**src/rtl/tic_pkg.sv**
```systemverilog
package tic_pkg;

    localparam int SEL_W = 2;

    typedef enum logic [SEL_W-1:0] {
        SEL_MASK = 2'd0,
        SEL_PRIO = 2'd1,
        SEL_STAT = 2'd2,
        SEL_NONE = 2'd3
    } reg_sel_e;

    typedef struct packed {
        logic hi;
        logic lo;
    } req_t;

endpackage

```
**src/rtl/tic_line_gate.sv**
```systemverilog
// Chooses which asserted lines may set status: reserved lines always, the rest by mask.
module tic_line_gate #(
    parameter int NUM_LINES  = 32,
    parameter int RSVD_LINES = 2
) (
    input  logic [NUM_LINES-1:0] lines,
    input  logic [NUM_LINES-1:0] mask,
    output logic [NUM_LINES-1:0] set_bits
);

    for (genvar i = 0; i < NUM_LINES; i++) begin : g_line
        if (i < RSVD_LINES) begin : g_rsvd
            assign set_bits[i] = lines[i];
        end else begin : g_masked
            assign set_bits[i] = lines[i] & mask[i];
        end
    end

endmodule

```
**src/rtl/tic_regs.sv**
```systemverilog
// Mask, priority and sticky status storage with the software port.
module tic_regs
    import tic_pkg::*;
#(
    parameter int NUM_LINES = 32
) (
    input  logic                 clk,
    input  logic                 rst_n,
    input  logic                 wr_en,
    input  reg_sel_e             sel,
    input  logic [NUM_LINES-1:0] wdata,
    input  logic [NUM_LINES-1:0] set_bits,
    output logic [NUM_LINES-1:0] rdata,
    output logic [NUM_LINES-1:0] mask_q,
    output logic [NUM_LINES-1:0] prio_q,
    output logic [NUM_LINES-1:0] stat_q
);

    typedef struct packed {
        logic [NUM_LINES-1:0] mask;
        logic [NUM_LINES-1:0] prio;
        logic [NUM_LINES-1:0] stat;
    } regs_t;

    regs_t regs_d, regs_q;

    always_comb begin
        regs_d = regs_q;
        if (wr_en) begin
            case (sel)
                SEL_MASK: regs_d.mask = wdata;
                SEL_PRIO: regs_d.prio = wdata;
                SEL_STAT: regs_d.stat = wdata;
                default:  ;
            endcase
        end
        // line hits are merged after the software write so a same-cycle hit survives a clear
        regs_d.stat = regs_d.stat | set_bits;
    end

    always_ff @(posedge clk or negedge rst_n) begin
        if (!rst_n) regs_q <= '0;
        else        regs_q <= regs_d;
    end

    always_comb begin
        case (sel)
            SEL_MASK: rdata = regs_q.mask;
            SEL_PRIO: rdata = regs_q.prio;
            SEL_STAT: rdata = regs_q.stat;
            default:  rdata = '0;
        endcase
    end

    assign mask_q = regs_q.mask;
    assign prio_q = regs_q.prio;
    assign stat_q = regs_q.stat;

endmodule

```
**src/rtl/tic_arbiter.sv**
```systemverilog
// Registered two-level request decision.
module tic_arbiter
    import tic_pkg::*;
#(
    parameter int NUM_LINES  = 32,
    parameter int RSVD_LINES = 2
) (
    input  logic                 clk,
    input  logic                 rst_n,
    input  logic [NUM_LINES-1:0] stat,
    input  logic [NUM_LINES-1:0] prio,
    input  logic                 ext_en,
    input  logic                 exc_en,
    output logic                 req_hi,
    output logic                 req_lo
);

    localparam logic [NUM_LINES-1:0] RSVD_MASK =
        {{(NUM_LINES-RSVD_LINES){1'b0}}, {RSVD_LINES{1'b1}}};

    logic [NUM_LINES-1:0] eval;
    logic                 gate_on;
    req_t                 req_d, req_q;

    always_comb begin
        eval     = stat & ~RSVD_MASK;
        gate_on  = ext_en & exc_en;
        req_d.hi = gate_on & (|(eval & prio));
        req_d.lo = gate_on & ~req_d.hi & (|eval);
    end

    always_ff @(posedge clk or negedge rst_n) begin
        if (!rst_n) req_q <= '0;
        else        req_q <= req_d;
    end

    assign req_hi = req_q.hi;
    assign req_lo = req_q.lo;

endmodule

```
**src/rtl/tic_wake.sv**
```systemverilog
// Any asserted line drops the doze and sleep enables in the same cycle.
module tic_wake #(
    parameter int NUM_LINES = 32
) (
    input  logic [NUM_LINES-1:0] lines,
    input  logic                 doze_in,
    input  logic                 sleep_in,
    output logic                 doze_out,
    output logic                 sleep_out
);

    logic any_line;

    always_comb begin
        any_line  = |lines;
        doze_out  = doze_in & ~any_line;
        sleep_out = sleep_in & ~any_line;
    end

endmodule

```
**src/rtl/tiered_irq_ctrl.sv**
```systemverilog
module tiered_irq_ctrl
    import tic_pkg::*;
#(
    parameter int NUM_LINES  = 32,
    parameter int RSVD_LINES = 2
) (
    input  logic                 clk,
    input  logic                 rst_n,
    input  logic [NUM_LINES-1:0] irq_lines,
    input  logic                 reg_wr_en,
    input  logic [SEL_W-1:0]     reg_addr,
    input  logic [NUM_LINES-1:0] reg_wdata,
    output logic [NUM_LINES-1:0] reg_rdata,
    input  logic                 cpu_ext_en,
    input  logic                 cpu_exc_en,
    input  logic                 doze_en_in,
    input  logic                 sleep_en_in,
    output logic                 doze_en_out,
    output logic                 sleep_en_out,
    output logic                 req_hi,
    output logic                 req_lo
);

    logic [NUM_LINES-1:0] mask_q;
    logic [NUM_LINES-1:0] prio_q;
    logic [NUM_LINES-1:0] status_q;
    logic [NUM_LINES-1:0] set_bits;
    reg_sel_e             sel;

    assign sel = reg_sel_e'(reg_addr);

    tic_line_gate #(.NUM_LINES(NUM_LINES), .RSVD_LINES(RSVD_LINES)) u_gate (
        .lines    (irq_lines),
        .mask     (mask_q),
        .set_bits (set_bits)
    );

    tic_regs #(.NUM_LINES(NUM_LINES)) u_regs (
        .clk      (clk),
        .rst_n    (rst_n),
        .wr_en    (reg_wr_en),
        .sel      (sel),
        .wdata    (reg_wdata),
        .set_bits (set_bits),
        .rdata    (reg_rdata),
        .mask_q   (mask_q),
        .prio_q   (prio_q),
        .stat_q   (status_q)
    );

    tic_arbiter #(.NUM_LINES(NUM_LINES), .RSVD_LINES(RSVD_LINES)) u_arb (
        .clk    (clk),
        .rst_n  (rst_n),
        .stat   (status_q),
        .prio   (prio_q),
        .ext_en (cpu_ext_en),
        .exc_en (cpu_exc_en),
        .req_hi (req_hi),
        .req_lo (req_lo)
    );

    tic_wake #(.NUM_LINES(NUM_LINES)) u_wake (
        .lines     (irq_lines),
        .doze_in   (doze_en_in),
        .sleep_in  (sleep_en_in),
        .doze_out  (doze_en_out),
        .sleep_out (sleep_en_out)
    );

endmodule

```
**config.mk**
```make
export PLATFORM = sky130hd
export DESIGN_NAME = tiered_irq_ctrl
export DESIGN_NICKNAME = d
export VERILOG_FILES = /design/src/rtl/tic_pkg.sv /design/src/rtl/tic_line_gate.sv /design/src/rtl/tic_regs.sv /design/src/rtl/tic_arbiter.sv /design/src/rtl/tic_wake.sv /design/src/rtl/tiered_irq_ctrl.sv
export SDC_FILE = /design/constraint.sdc
export NUM_CORES = 1
export LEC_CHECK = 0
export BUFFER_PORTS_ARGS = -buffer_cell sky130_fd_sc_hd__buf_2
export CORE_MARGIN = 4
export CORE_UTILIZATION = 56
export CTS_BUF_LIST = sky130_fd_sc_hd__clkbuf_2
export CTS_CLUSTER_DIAMETER = 100
export DETAILED_ROUTE_END_ITERATION = 12
export PLACE_DENSITY = 0.82
export SKIP_CTS_REPAIR_TIMING = 1
export SLEW_MARGIN = 20
export SYNTH_ARGS = -nofsm -noshare
export SYNTH_HDL_FRONTEND = slang
export SYNTH_SLANG_ARGS = --single-unit
```
**constraint.sdc**
```tcl
create_clock -name clk -period 1.8 [get_ports clk]
set_clock_uncertainty 0.2 [all_clocks]
set_input_delay 0.18 -clock clk [delete_from_list [all_inputs] [get_ports clk]]
set_output_delay 0.18 -clock clk [all_outputs]
set_load 0.005 [all_outputs]
```
; ---- Yosys cells after proc, flatten, opt, wreduce, memory -nomap -nowiden
; Index checks and enable logic that the tools add are counted.
[totals]
output_inout_bits = 36
memories = 0
word_cells = 56
in_bits = 73
mem_bits_ro = 0
register_bits = 98
ramBits = 0
latch_bits = 0
[classes]
reduce_logical = 6
shift = 0
multipliers = 0
n_eq_ne = 2
muxes = 3
bitwise_logic = 40
div = 0
n_addsub = 0
n_lt_le_gt_ge = 0
[op_table]
columns = cell, n
row1 = one-hot mux 32 bit (3 select lines), 1
row2 = two-way mux 32 bit, 2
row3 = OR reduction 32 bit, 2
row4 = bitwise AND 1 bit, 36
row5 = bitwise AND 32 bit, 1
row6 = bitwise OR 32 bit, 1
row7 = OR reduction 30 bit, 1
row8 = AND reduction 2 bit, 2
row9 = == test 2 x 1 -> 1 bit (second input constant), 1
row10 = == test 2 bit (second input constant), 1
row11 = logical NOT 2 bit, 1
row12 = NOT 1 bit, 2

; ---- Logic depth before layout (Yosys ltp)
; Gate-level depths: netlist of run 1.
[logic_depth]
ltp_word = 6
depth_mapped = 7
ltp_nobuf = 4

; ---- By module
; A second synthesis of run 1 with hierarchy kept.
[hier_totals]
hier_cells = 402
area_unflattened_um2 = 4991.0
[modules_own_cells]
columns = mod, area_per_inst_um2, seq_area_each_um2, cells_each, n_inst
row1 = tic_regs, 4416.7, 2402.3, 319, 1
row2 = tic_arbiter, 285.3, 50.0, 37, 1
row3 = tic_line_gate, 202.7, 0.0, 32, 1
row4 = tic_wake, 86.3, 0.0, 14, 1

; ---- Worst setup path before layout of run 1
; No wires, ideal clock.
[synth_timing]
path_type = input-to-reg
start = in reg_addr[0]
end = reg u_regs.regs_q[79] (netlist: u_regs.mask_q[15])
setup_slack_ps = 345
arrival_time_ps = 1130
n_path_buf = 2
required_ps = 1475
setup_ps = 125
path_stages = 4
path_cell_list = buf_2 > nor3b_4 > buf_4 > mux2_2
[synth_between]
elab_chain_cells = 2
[synth_lines]
columns = item, line
row1 = start: declaration, tiered_irq_ctrl.sv:11  ; input logic [SEL_W-1:0] reg_addr,
row2 = logical NOT 2 bit, tic_regs.sv:30  ; case (sel)
row3 = AND reduction 2 bit (no line), -
row4 = end signal: assignment, tic_regs.sv:43  ; else regs_q <= regs_d;
row5 = end: declaration, tic_regs.sv:25  ; regs_t regs_d, regs_q;
; No other way between the ends.
; A chain may end at the register's enable or synchronous reset.

; ---- Final worst setup path of run 1
[layout_timing]
start = reg u_regs.regs_q[46] (netlist: u_regs.prio_q[14])
end = out reg_rdata[14]
[layout_between]
elab_chain_cells = 1
[layout_lines]
columns = item, line
row1 = one-hot mux 32 bit (3 select lines), tic_regs.sv:47  ; case (sel)
row2 = end: declaration, tiered_irq_ctrl.sv:13  ; output logic [NUM_LINES-1:0] reg_rdata,
; No other way between the ends.

==> results.yml, run 1 <==
clock_tree:
  insertion_delay_ns: 0.57
  clock-root-buffer: "clkbuf_2"
  cts_buffers: 9
  cts_tree: "built"
  cts_max_level: 3
  cts.sinks: 98
  path_clk_slew_ns: 0.29
  cts_buffer_depth: 2
pwr:
  internal_power_uw: 3790
  power_leakage_uw: 0.00313
  irDropWorstVdd_uv: 445
  pwr-share-seq_pct: 52.8
  powerDensity_mw_per_mm2: 847
  switchingPower_uw: 1900
  p_sw_share_pct: 33.4
  comb_power_share_pct: 30.0
  pwr-share-clk_pct: 17.2
yosys:
  ys_seq_area_share_pct: 51.0
  ys_seq_elements: 98
  synth_area_per_cell_um2: 12.0
  synth_nets: 473
  synth_area_mm2: 0.00480
  syn_inst: 400
  synthDistinctLibCells: 26
  synth_warnings: 0
timing:
  fmax_ghz: 0.526
  period_needed_ns: 1.90
  drv_slew: 0
  finalCritPeriodShare_pct: 106
  hold_viol_final: 0
  setup_viol: 12
  rsz0062_at_grt: "yes"
  layout_setup_ws_ns: -0.102
  slew_headroom_pct: 67.7
  tightestPinTransition_ns: 0.484
place:
  io_buffers: 108
  place.gp.congestion: 0.863
  hpwl_um: 9730
  pre_cts_ws_ns: 0.0749
  placed_cell_area_mm2: 0.00553
die:
  die_w_um: 101
  coreArea_mm2: 0.00830
  die-area_mm2: 0.0101
  start_util_pct: 57.9
  rows: 33
  io_pins: 109
  die_h_um: 101
global_route:
  grt_max_degree: 38
  grt_pass1_vias: 4019
  antenna_found_initial: 0
  track_usage_pct: 26.6
  grt_pass1_wl_um: 20800
  overflow: 0
final_layout:
  nets: 702
  antenna_cells: 0
  area_delta_synth_final_pct: 40.1
  drive_gt1_share_pct: 39.4
  final_util_pct: 81.1
  fin_area_mm2: 0.00673
critical_path:
  required_ns: 1.42
  startpoint_type: "register"
  crit_fanout: 3
  end_kind: "primary output"
  critical_path_class: "reg2out"
  arrival_ns: 1.52
run:
  drv_cap: 0
routing:
  avgRoutedWirePerCell_um: 22.5
  vias: 4745
  ant_nets: 0
  first_iter_violations: 551
  drc_errors: 0
  first_pass_iters: 6
  avgViaCountPerCell: 6.42
  wirelength_um: 16600
outcome:
  violations: "setup timing"
  status: "complete, but fails checks"
min_path:
  hold_class: "in2reg"
[final cells by class]
cell class / count / area [um2]
Multi-Input combinational cell: 276 / 2230
Clock inverter: 5 / 41.3
Fill cell: 440 / 1570
Clock buffer: 11 / 55.1
Tap cell: 105 / 131
Timing Repair Buffer: 244 / 1820
Sequential cell: 98 / 2450
[power groups by stage]
stage	Sequential (uW)	Clock [uW]	Combinational, uW
global route	3040	1070	1820
global placement	2990	0	1150
floorplan	2880	0	734
detailed placement	3020	0	1190
CTS	2980	960	1190
finish	3010	980	1710
[final timing paths]
path,endpoint,from,slack [ns],depth (start not counted)
max,reg_rdata[14],u_regs.prio_q[14],-0.10,3
min,u_regs.mask_q[19],reg_addr[0],0.04,4
max reg2reg,u_arb.req_lo,u_regs.prio_q[27],0,5
min reg2reg,u_regs.prio_q[1],u_regs.prio_q[1],0.36,1
max in group asynchronous,u_regs.stat_q[25],rst_n,0.41,4
min in group asynchronous,u_regs.stat_q[21],rst_n,0.38,3
[Yosys cell counts]
library cell   n  area share, %
o21ai_0       32            3.3
nor3b_4        1           0.39
and3_1        32            4.2
a21oi_1        1           0.10
nand3b_1       1           0.16
a22oi_1       15            2.3
nor4_1        15            2.0
mux2i_1       32            6.7
nor2_1         5           0.39
nand2_4        1           0.23
buf_6          4           0.94
nor2b_4        1           0.29
nand3_1        1           0.10
buf_4          4           0.63
dfrtp_1       98             51
buf_2         10            1.0
nor4bb_1       1           0.21
clkbuf_2       1           0.10
nand4_1        7           0.91
mux2_2        62             15
and2_1         2           0.26
a211o_1        2           0.36
mux2_1         2           0.47
clkbuf_1       7           0.55
nand2_1       33            2.6
a221o_1       30            6.3
[sequential cells by signal (all words and copies together) (netlist names)]
signal and count:
u_regs.prio_q 32, u_regs.stat_q 32, u_regs.mask_q 32, u_arb.req_hi 1
u_arb.req_lo 1
[kinds of logic (layout without fill, tap and decap cells)]
group           after synthesis  in the layout  share of synthesized area, %
compound gates               80             80                          12.4
flops                        98             98                          51.0
mux                          96             96                          21.7
buf+inv                      26            260                          3.26
simple gates                100            100                          11.6
[cells in the final DEF, fill, tap and decap left out, drive strengths merged]
cell         instances
clkinv               3
nor2                 5
and3                32
nand4                7
and2                 2
a211o                2
mux2i               32
clkbuf              11
nor2b                1
clkinvlp             2
nor3b                1
nand2               34
buf                160
nor4bb               1
o21ai               32
a221o               30
dfrtp               98
nor4                15
nand3                1
dlygate4sd3         84
mux2                64
nand3b               1
a21oi                1
a22oi               15
[layer usage]
layer  GRT usage [%]  vias up  wire, um
li1                -     1998         -
met1            35.9     2309      6210
met2            41.7      366      8220
met3            6.30       72      1650
met4            10.5        0       546
met5               0        -         0
[worst max-delay path: stages, from the launching register on]
cell and delay, ns:
dfrtp_1 0.49, mux2i_1 0.20, o21ai_1 0.10, buf_2 0.14
[stage by stage]
step                hold WS (ns)  power (uW)  cells  setup TNS, ns
floorplan                 -0.316        3620    400              0
detailed placement       -0.0320        4210    609              0
global route              0.0116        5930    739          -2.17
finish                    0.0395        5700    739         -0.414
global placement         -0.0384        4140    609              0
CTS                       -0.710        5130    625         -0.867
(Power assumes the default switching activity.)
==> run 2, diff against run 1 <==
==> constraint.sdc (replaced) <==
create_clock -name clk -period 1.8 [get_ports clk]
set_clock_uncertainty 0.2 [all_clocks]
set_input_delay 0.27 -clock clk [delete_from_list [all_inputs] [get_ports clk]]
set_output_delay 0.27 -clock clk [all_outputs]
set_load 0.005 [all_outputs]
==> results.yml, run 2 (synthesis results as in run 1) <==
min_path:
  hold_start: "reg_addr[0]"
  hold_class: "in2reg"
  whs_path_depth: 4
  min_to: "u_regs.mask_q[18]"
clock_tree:
  cts_buffer_depth: 2
  cts_tree: "built"
  insertion_delay_ns: 0.55
  clock-root-buffer: "clkbuf_2"
  path_clk_slew_ns: 0.26
  cts_max_level: 3
  cts.sinks: 98
  cts_buffers: 9
final_layout:
  antenna_cells: 0
  area_delta_synth_final_pct: 42.5
  seqCellArea_mm2: 0.00245
  layout_commonest_cell: "buf_2"
  drive_gt1_share_pct: 40.6
  nets: 713
  multi_input_area_mm2: 0.00224
  nFillCells: 407
  fin_cells: 750
  final_cell_mix: "105 x buf_2, 97 x dfrtp_1, 77 x dlygate4sd3_1, 66 x buf_4, 62 x mux2_2"
critical_path:
  arrival_ns: 1.48
  cp_cell_sequence: "mux2i_1 > o21ai_1 > buf_2"
  startpoint_type: "register"
  worst-path-buf-inv: 1
  required_ns: 1.33
  end_kind: "primary output"
  crit_fanout: 3
  rrSetupSlack_ns: 0.05
  timing.rr.end: "u_arb.req_lo"
  r2r_start: "u_regs.prio_q[20]"
  cp_slowest_cell: "dfrtp_1"
  slowest_delay_ns: 0.45
  cp_top_family: "flip-flops"
  r2r_cells: 6
  critical_path_class: "reg2out"
die:
  die-area_mm2: 0.0101
  rows: 33
  start_util_pct: 57.9
  io_pins: 109
  coreArea_mm2: 0.00830
  die_w_um: 101
  die_h_um: 101
timing:
  finalCritPeriodShare_pct: 108
  period_needed_ns: 1.95
  layout_setup_ws_ns: -0.146
  drv_slew: 0
  rsz0062_at_grt: "yes"
  slew_headroom_pct: 69.7
  setup_viol: 32
  hold_slack_ns: 0.196
  tightestPinTransition_ns: 0.450
  hold_viol_final: 0
  fmax_ghz: 0.514
outcome:
  violations: "setup timing"
  status: "complete, but fails checks"
global_route:
  antenna_found_initial: 0
  track_usage_pct: 27.3
  grt_pass1_wl_um: 21400
  overflow: 0
  grt_pass1_vias: 4157
  grt_max_degree: 53
place:
  io_buffers: 108
  place_inst: 619
  place.gp.congestion: 0.873
  hpwl_um: 9680
routing:
  avgViaCountPerCell: 6.18
  vias: 4633
  ant_nets: 0
  first_iter_violations: 433
  first_pass_iters: 5
  avgRoutedWirePerCell_um: 21.5
  wirelength_um: 16100
  drc_errors: 0
pwr:
  total_power_uw: 5720
  power_leakage_uw: 0.00322
  irDropWorstVdd_uv: 563
  powerDensity_mw_per_mm2: 836
run:
  drv_cap: 0
==> run 2: changes by cell type in the layout (fill, tap and decap cells not counted), moves of 2 or more <==
cell / change
clkinv_2: +2
nand2_2: -2
clkinv_4: -2
clkinv_1: +3
buf_2: -2
dlygate4sd3_1: -7
nand2_1: +2
buf_12: +2
clkbuf_2: -2
buf_4: +17
nor4_4: +2
clkinvlp_4: -2
==> run 2: routing by layer <==
metal	up-vias	part of all wire [%]	track usage (%)
li1	2009	-	-
met1	2281	38	36.8
met2	288	50	43.0
met3	55	9.0	6.02
met4	0	3.5	10.8
met5	-	0	0
==> run 2: worst register-to-register path, stage by stage (launching register included) <==
cell	delay, ns
dfrtp_1	0.46
buf_4	0.14
buf_4	0.12
a22oi_1	0.26
nand3_1	0.13
nor2_1	0.13
nor4bb_1	0.23
==> run 2: worst max-delay path by stage <==
| stage | to | slack, ns | cells past startpoint | startpoint |
|---|---|---|---|---|
| 2_1_floorplan | reg_rdata[10] | 0.20 | 7 | reg_addr[0] |
| 3_3_place_gp | sleep_en_out | -0.09 | 7 | irq_lines[6] |
| 3_5_place_dp | sleep_en_out | -0.12 | 6 | irq_lines[26] |
| 4_1_cts | reg_rdata[27] | -0.18 | 3 | u_regs.prio_q[27] |
| 5_1_grt | reg_rdata[27] | -0.24 | 3 | u_regs.prio_q[27] |
| 6_report | reg_rdata[27] | -0.15 | 3 | u_regs.prio_q[27] |
==> run 2: cell type report <==
cell class | count | share of cell area, %
sequential | 98 | 35.8
multi-input combinational | 276 | 32.7
timing repair buffer | 255 | 28.0
tap | 105 | 1.92
clock inverter | 7 | 0.877
clock buffer | 9 | 0.658
==> run 2: power breakdown <==
group	total [uW]	leakage (uW)	internal [uW]	switching, uW
Sequential	3000	0.00111	2600	396
Clock	1020	0.0000682	306	714
Combinational	1700	0.00204	1010	697
Total	5720	0.00322	3910	1810
==> run 2: through the flow <==
| stage | util, % | setup TNS [ns] | setup WS [ns] | instance area, um2 |
|---|---|---|---|---|
| 2_1_floorplan | - | 0 | 0.203 | 4800 |
| 3_5_place_dp | 67.8 | -0.223 | -0.117 | 5630 |
| 5_1_grt | 82.5 | -4.91 | -0.237 | 6850 |
| 3_3_place_gp | 67.8 | -0.173 | -0.0871 | 5630 |
| 6_report | 82.5 | -1.69 | -0.146 | 6850 |
| 4_1_cts | 69.0 | -3.08 | -0.180 | 5730 |
==> run 3, diff against run 2 <==
--- a/config.mk
+++ b/config.mk
@@ -6,6 +6,7 @@
 export NUM_CORES = 1
 export LEC_CHECK = 0
 export BUFFER_PORTS_ARGS = -buffer_cell sky130_fd_sc_hd__buf_2
+export CORE_ASPECT_RATIO = 1.75
 export CORE_MARGIN = 4
 export CORE_UTILIZATION = 56
 export CTS_BUF_LIST = sky130_fd_sc_hd__clkbuf_2
==> results.yml, run 3 (synthesis results as in run 1) <==
die:
  coreArea_mm2: 0.00831
  rows: 44
  start_util_pct: 57.8
  io_pins: 109
  die-area_mm2: 0.0102
  die_w_um: 78.0
  die_h_um: 131
critical_path:
  critical_path_class: "reg2out"
  startpoint_type: "register"
  timing.rr.end: "u_arb.req_lo"
  slowest_delay_ns: 0.45
  rrSetupSlack_ns: -0.04
  crit_fanout: 3
  cp_slowest_cell: "dfrtp_1"
  arrival_ns: 1.56
  cp_cell_sequence: "mux2i_1 > o21ai_1 > buf_2"
  r2r_cells: 6
  r2r_start: "u_regs.stat_q[13]"
  end_kind: "primary output"
  required_ns: 1.33
routing:
  first_iter_violations: 581
  ant_nets: 0
  avgRoutedWirePerCell_um: 23.8
  avgViaCountPerCell: 6.43
  first_pass_iters: 5
  drc_errors: 0
  wirelength_um: 18600
  vias: 5019
pwr:
  pwr-share-clk_pct: 17.4
  powerDensity_mw_per_mm2: 844
  p_sw_share_pct: 32.4
  internal_power_uw: 4040
  switchingPower_uw: 1940
  irDropWorstVdd_uv: 613
  pwr-share-seq_pct: 50.1
  total_power_uw: 5980
  comb_power_share_pct: 32.5
  power_leakage_uw: 0.00333
place:
  place_inst: 642
  io_buffers: 108
  place.gp.congestion: 0.910
  hpwl_um: 10400
timing:
  setup_viol: 35
  tightestPinTransition_ns: 0.533
  fmax_ghz: 0.492
  rsz0062_at_grt: "yes"
  period_needed_ns: 2.03
  layout_setup_ws_ns: -0.234
  drv_slew: 0
  hold_viol_final: 0
  finalCritPeriodShare_pct: 113
  slew_headroom_pct: 64.5
run:
  drv_cap: 0
final_layout:
  drive_gt1_share_pct: 43.6
  seqCellArea_mm2: 0.00245
  fin_cells: 780
  area_delta_synth_final_pct: 47.4
  antenna_cells: 0
  multi_input_area_mm2: 0.00230
  final_cell_mix: "103 x buf_2, 98 x dfrtp_1, 83 x buf_4, 76 x dlygate4sd3_1, 62 x mux2_2"
  nets: 733
  layout_commonest_cell: "buf_2"
  nFillCells: 372
outcome:
  status: "complete, but fails checks"
  violations: "setup timing"
clock_tree:
  cts_buffers: 9
  path_clk_slew_ns: 0.26
  insertion_delay_ns: 0.60
  clock-root-buffer: "clkbuf_2"
  cts_tree: "built"
  cts.sinks: 98
  cts_buffer_depth: 2
  cts_max_level: 3
min_path:
  hold_class: "in2async"
global_route:
  grt_max_degree: 99
  overflow: 0
  grt_pass1_wl_um: 22400
  grt_pass1_vias: 4375
  track_usage_pct: 29.0
  antenna_found_initial: 0
-- run 3: changes by cell type in the layout (fill, tap and decap cells not counted), moves of 2 or more --
cell,before,now
buf_2,105,103
nor4_4,2,4
clkbuf_2,9,12
o21ai_1,32,15
buf_4,66,83
o21ai_0,0,15
o21ai_2,0,2
buf_6,2,8
-- run 3: cell type report --
type,count,area share [%]
repair buffers,275,29.4
clock inverters,4,0.601
clock buffers,12,0.848
well taps,115,2.03
flip-flops and latches,98,34.6
multi-input cells,276,32.4
-- run 3: worst max path at each step --
| stage | cells after the start | start | to | slack [ns] |
|---|---|---|---|---|
| after global routing | 3 | u_regs.prio_q[24] | reg_rdata[24] | -0.28 |
| after CTS | 7 | irq_lines[14] | sleep_en_out | -0.22 |
| after floorplan | 7 | reg_addr[0] | reg_rdata[10] | 0.20 |
| after detailed placement | 7 | irq_lines[14] | doze_en_out | -0.22 |
| final | 3 | u_regs.prio_q[26] | reg_rdata[26] | -0.23 |
| after global placement | 7 | irq_lines[14] | doze_en_out | -0.12 |
-- run 3: per-layer routing --
metal / wire, um / vias to the layer above / share of wire, % / global-route usage [%]
met2: 9600 / 404 / 52 / 49.0
met4: 1330 / 0 / 7.1 / 20.1
met1: 6340 / 2453 / 34 / 33.0
met3: 1340 / 113 / 7.2 / 5.56
li1: - / 2049 / - / -
met5: 0 / - / 0 / 0
-- run 3: metrics by stage --
| step | worst slack, ns | hold slack [ns] | cell area (um2) | setup TNS, ns | util (%) |
|---|---|---|---|---|---|
| final | -0.234 | 0.0321 | 7080 | -3.90 | 85.2 |
| after global routing | -0.281 | 0.0263 | 7080 | -6.99 | 85.2 |
| after detailed placement | -0.223 | 0.167 | 5720 | -0.444 | 68.8 |
| after CTS | -0.222 | -0.489 | 5830 | -4.38 | 70.1 |
| after floorplan | 0.203 | -0.226 | 4800 | 0 | - |
| after global placement | -0.119 | 0.165 | 5720 | -0.236 | 68.8 |
-- run 3: critical path, delay by kind of cell (launching register included) --
| family | cells | cell delay [ns] |
|---|---|---|
| flip-flops | 1 | 0.45 |
| multiplexers | 1 | 0.10 |
| buffers and inverters | 1 | 0.17 |
| AO/OA/AOI/OAI | 1 | 0.23 |
-- run 3: power groups by stage --
stage          Sequential, uW  Combinational, uW  Clock (uW)
2_1_floorplan            2880                734           0
3_3_place_gp             2990               1240           0
3_5_place_dp             3020               1290           0
4_1_cts                  2970               1290        1030
5_1_grt                  3020               2040        1150
6_report                 3000               1940        1040
